### src/rtl/wdog_pkg.sv
package wdog_pkg;
  typedef enum logic {
    OWN_TIMER = 1'b0,
    OWN_WDOG  = 1'b1
  } pre_owner_e;
endpackage

### src/rtl/wdog_prescaler.sv
module wdog_prescaler
  import wdog_pkg::*;
#(
  parameter int SEL_W = 3
) (
  input  logic             clk,
  input  logic             rst_n,
  input  logic             clr_wdt,
  input  logic             pre_to_wdt,
  input  logic [SEL_W-1:0] pre_sel,
  output logic             wdt_tick
);
  localparam int PRE_W = (1 << SEL_W) - 1;

  logic [PRE_W-1:0] pre_q;
  logic [PRE_W-1:0] one_w;
  logic [PRE_W-1:0] sel_mask;
  pre_owner_e       owner;

  assign owner    = pre_owner_e'(pre_to_wdt);
  assign one_w    = PRE_W'(1);
  assign sel_mask = (one_w << pre_sel) - one_w;

  always_comb begin
    if (owner == OWN_WDOG) wdt_tick = ((pre_q & sel_mask) == sel_mask);
    else                   wdt_tick = 1'b1;
  end

  always_ff @(posedge clk or negedge rst_n) begin
    if (!rst_n) begin
      pre_q <= '0;
    end else if (owner == OWN_WDOG) begin
      if (clr_wdt) pre_q <= '0;
      else         pre_q <= pre_q + one_w;
    end
  end

  // prescaler holds while the timer owns it
  a_r7_pre_hold: assert property (@(posedge clk) disable iff (!rst_n)
    !pre_to_wdt |=> $stable(pre_q));
  // clear with watchdog ownership zeroes the prescaler
  a_r2_pre_zero: assert property (@(posedge clk) disable iff (!rst_n)
    (clr_wdt && pre_to_wdt) |=> (pre_q == '0));
endmodule

### src/rtl/wdog_counter.sv
module wdog_counter #(
  parameter int CNT_W = 8
) (
  input  logic clk,
  input  logic rst_n,
  input  logic clr_wdt,
  input  logic pre_to_wdt,
  input  logic wdt_tick,
  output logic ovf
);
  localparam logic [CNT_W-1:0] CNT_MAX = {CNT_W{1'b1}};

  logic [CNT_W-1:0] cnt_q;

  assign ovf = wdt_tick && (cnt_q == CNT_MAX) && !clr_wdt;

  always_ff @(posedge clk or negedge rst_n) begin
    if (!rst_n)        cnt_q <= '0;
    else if (clr_wdt)  cnt_q <= '0;
    else if (wdt_tick) cnt_q <= cnt_q + CNT_W'(1);
  end

  // without the prescaler every clock is a tick
  a_r5_tick_every: assert property (@(posedge clk) disable iff (!rst_n)
    !pre_to_wdt |-> wdt_tick);
  // clear zeroes the count
  a_r2_cnt_zero: assert property (@(posedge clk) disable iff (!rst_n)
    clr_wdt |=> (cnt_q == '0));
endmodule

### src/rtl/wdog_status.sv
module wdog_status (
  input  logic clk,
  input  logic rst_n,
  input  logic clr_wdt,
  input  logic ovf,
  output logic rst_req,
  output logic to_flag,
  output logic pd_flag
);
  always_ff @(posedge clk or negedge rst_n) begin
    if (!rst_n) begin
      rst_req <= 1'b0;
      to_flag <= 1'b1;
      pd_flag <= 1'b1;
    end else begin
      rst_req <= ovf;
      if (clr_wdt) begin
        to_flag <= 1'b1;
        pd_flag <= 1'b1;
      end else if (ovf) begin
        to_flag <= 1'b0;
      end
    end
  end

  a_r4_req_single: assert property (@(posedge clk) disable iff (!rst_n)
    rst_req |=> !rst_req);
  a_r4_to_low: assert property (@(posedge clk) disable iff (!rst_n)
    rst_req |-> !to_flag);
  a_r3_clr_sets: assert property (@(posedge clk) disable iff (!rst_n)
    clr_wdt |=> (to_flag && pd_flag));
  a_r8_clr_wins: assert property (@(posedge clk) disable iff (!rst_n)
    clr_wdt |=> !rst_req);
  a_r9_pd_kept: assert property (@(posedge clk) disable iff (!rst_n)
    !$fell(pd_flag));
endmodule

### src/rtl/wdog_shared_pre.sv
module wdog_shared_pre #(
  parameter int CNT_W = 8,
  parameter int SEL_W = 3
) (
  input  logic             clk,
  input  logic             rst_n,
  input  logic             clr_wdt,
  input  logic             pre_to_wdt,
  input  logic [SEL_W-1:0] pre_sel,
  output logic             rst_req,
  output logic             to_flag,
  output logic             pd_flag
);
  logic wdt_tick;
  logic ovf;

  wdog_prescaler #(.SEL_W(SEL_W)) u_pre (
    .clk(clk), .rst_n(rst_n), .clr_wdt(clr_wdt), .pre_to_wdt(pre_to_wdt),
    .pre_sel(pre_sel), .wdt_tick(wdt_tick)
  );

  wdog_counter #(.CNT_W(CNT_W)) u_cnt (
    .clk(clk), .rst_n(rst_n), .clr_wdt(clr_wdt), .pre_to_wdt(pre_to_wdt),
    .wdt_tick(wdt_tick), .ovf(ovf)
  );

  wdog_status u_stat (
    .clk(clk), .rst_n(rst_n), .clr_wdt(clr_wdt), .ovf(ovf),
    .rst_req(rst_req), .to_flag(to_flag), .pd_flag(pd_flag)
  );
endmodule

### config.mk
export PLATFORM = sky130hd
export DESIGN_NAME = wdog_shared_pre
export DESIGN_NICKNAME = d
export VERILOG_FILES = /design/src/rtl/wdog_pkg.sv /design/src/rtl/wdog_prescaler.sv /design/src/rtl/wdog_counter.sv /design/src/rtl/wdog_status.sv /design/src/rtl/wdog_shared_pre.sv
export SDC_FILE = /design/constraint.sdc
export NUM_CORES = 1
export LEC_CHECK = 0
export CORE_ASPECT_RATIO = 1.25
export CORE_MARGIN = 2
export CORE_UTILIZATION = 54
export DETAILED_ROUTE_END_ITERATION = 8
export PLACE_DENSITY = 0.77
export SETUP_SLACK_MARGIN = 0.02
export SLEW_MARGIN = 20
export SYNTH_ARGS = -nofsm -noshare
export SYNTH_HDL_FRONTEND = slang
export SYNTH_SLANG_ARGS = --single-unit
### constraint.sdc
create_clock -name clk -period 2.2 [get_ports clk]
set_input_delay 0.44 -clock clk [delete_from_list [all_inputs] [get_ports clk]]
set_output_delay 0.44 -clock clk [all_outputs]
set_load 0.01 [all_outputs]
==> flow_summary.toml <==
[outcome]
status = "completed"

[synthesis]
ys_warn_count = 0
synth_top_family_by_area = "simple AND/OR/NAND/NOR gates"
synth_compound_area_frac = 0.1461
synth_simple_gate_area_frac = 0.2179
ys_ff_latch = 17
synthMuxAreaShare = 0.05954
syn_inst = 93
synth_largest_area_cell = "dfrtp_1"
synthTopCellsByCount = "16 x dfrtp_1, 9 x nor2_1, 7 x a21oi_1"
ys.flop_type = "dfrtp_1"
avgSynthCellArea_sq_um = 9.942
synthMostInstantiatedCell = "dfrtp_1"
yosys.area_share.xor_xnor = 0.04736
synthTopCellsByArea = "dfrtp_1 43%, mux2_2 4.9%, a21oi_1 3.8%, nor2_1 3.7%, dfstp_2 2.8%"
synth_cell_types = 35
seq_area_frac_synth = 0.4614
async_flop_share = 1.000
syn_area_sq_um = 924.6
synth_top_area_frac = 0.4330
synth_edf_count = 0
synth_fp_nets = 102
synthAdderAreaFrac = 0.02706

[setup_path]
cp_slowest_stage_delay_ps = 450
r2r_end = "u_cnt.cnt_q[7]"
cp.required_ps = 2380
startpoint_type = "input port"
reg2reg_from = "u_pre.pre_q[4]"
r2r_cells = 5
crit_chain = "clkdlybuf4s50_1 -> nor2b_1 -> o211ai_1 -> nand3_4 -> nor4_1 -> mux2_2"
arrival_ps = 2130
cpMaxStageDelayCell = "clkdlybuf4s50_1"
crit_fanout = 5
reg2reg_slack_ps = 510
cp-end-kind = "flip-flop"
path_class = "in -> reg"
critPathLaunch = "pre_sel[0]"

[cts]
hold_buffers = 0
cts_resized = 0
clock_latency_ps = 280
cts.sinks = 17
cts_root_buffer = "clkbuf_4"
postCtsSetupRepairBufs = 0
cts.clk_slew.worst_paths_ps = 100
clk_path_buf_depth = 2
htreeDepth = 1
numCtsBuffers = 3
cts_tree = "built"

[placed_design]
port_buffers = 8
dp_hpwl_mm = 1.330
dpl.cell_count = 123
gp_congestion = 0.6993

[floorplanning]
die_width_um = 41.01
die-area_sq_um = 2061
core_area_sq_um = 1582
start_util = 0.5847
io-pin-count = 10
fp.dieH_um = 50.27
fp-row-count = 16

[global_routing]
grt_pass1_wl_mm = 2.815
grt_antenna_before_repair = 0
grt_max_degree = 18
grt_use_total = 0.1986
grt_pass1_vias = 702
grt_overflow = 0

[cells_and_area]
syn_to_final_growth_pct = 18.40
drive_above_1_share = 0.1927
finalNonFillerCells = 127
nNetsFinal = 119
utilization = 0.6922
antenna_cells = 0

[worst_hold_path]
min_path_cells = 1
hp-class = "reg -> reg"
hold-path-endpoint = "u_stat.to_flag"
hp-start = "u_cnt.cnt_q[6]"

[power]
power_density_nw_per_um2 = 591.9
p_leak_nw = 0.4558
ir_worst_vdd_mv = 0.3938

[route]
drtIter0Drc = 8
viasPerCell = 5.677
routed_wl_mm = 1.730
postRouteAntennaNets = 0
drtPass1Iterations = 4
wl_per_cell_um = 13.62
vias = 721
drc_errors = 0

[sta]
slew_violations = 0
rsz0062_at_grt = "false"
hold_viol_final = 0
hold_ws_ps = 459.6
max_freq_ghz = 0.5132
setup_viol = 0
period_needed_ps = 1949
fin_skew_ps = 1.241
tns_ps = 0
post-route-period-util = 0.8857

[flow_run]
maxCapViolations = 0
## logic make-up (layout without fill, tap and decap cells)
group / count (synthesis) / in the layout
buf+inv: 8 / 24
xor+xnor: 5 / 5
other cells: 1 / 1
simple gates: 37 / 37
mux: 5 / 5
flops: 17 / 17
compound gates: 18 / 18
fa+ha+maj: 2 / 2
## sequential cells by signal, indices dropped and copies added (netlist names)
signal,cells
u_stat.to_flag,1
u_pre.pre_q,7
u_stat.rst_req,1
u_cnt.cnt_q,8
## per-layer routing
metal | wire [um] | track usage
met3 | 40 | 0.03982
met1 | 733 | 0.2206
met4 | 14 | 0.05000
met2 | 941 | 0.3568
met5 | 0 | 0
## final cells by class
type	count	area [sq um]
well taps	18	22.52
inverters	4	15.01
flip-flops and latches	17	426.7
repair buffers	16	140.1
multi-input cells	68	464.2
clock buffers	4	26.28
fillers	141	486.7
## per-stage QoR
| stage | setup slack (ps) | cell area, sq um | power [W] |
|---|---|---|---|
| global placement | -8.243 | 1069 | 0.0004868 |
| CTS | 230.4 | 1095 | 0.0006535 |
| global route | 162.8 | 1095 | 0.0006856 |
| finish | 251.5 | 1095 | 0.0006480 |
| detailed placement | -60.46 | 1069 | 0.0004896 |
| floorplan | 488.3 | 924.6 | 0.0004414 |
## where the power goes
group          switching [W]  internal, W  total (W)  leakage [nW]
clock network      0.0000938    0.0000703   0.000164        0.0150
registers          0.0000271     0.000334   0.000361         0.229
logic              0.0000601    0.0000628   0.000123         0.212
## how the worst max path moves through the flow
| stage | to | slack [ps] | cells past startpoint |
|---|---|---|---|
| 3_3_place_gp | u_cnt.cnt_q[7] | -8 | 6 |
| 5_1_grt | u_cnt.cnt_q[7] | 160 | 6 |
| 2_1_floorplan | u_cnt.cnt_q[7] | 490 | 5 |
| 4_1_cts | u_cnt.cnt_q[7] | 230 | 6 |
| 6_report | u_cnt.cnt_q[7] | 250 | 6 |
| 3_5_place_dp | u_cnt.cnt_q[7] | -60 | 6 |
## critical path: cells and delay by family
family,cells,cell delay [ps]
compound gates,1,320
simple gates,3,540
mux,1,370
buf+inv,1,450
## layout by cell type (no fill, tap or decap), types with 2 or more instances in the layout
cell,netlist,final
xor2_1,3,3
nand4_1,2,2
o21ai_0,3,3
nor2b_1,4,4
o22ai_1,2,2
nand2_1,6,6
ha_1,2,2
mux2_2,4,4
clkbuf_4,0,3
dfrtp_1,16,16
or3_1,2,2
a21oi_1,7,7
buf_4,1,8
nor3_1,2,2
clkdlybuf4s50_1,0,8
nand3_1,4,4
xnor2_1,2,2
nor2_1,9,9
inv_1,4,4
Power figures use the tool's default switching activity.
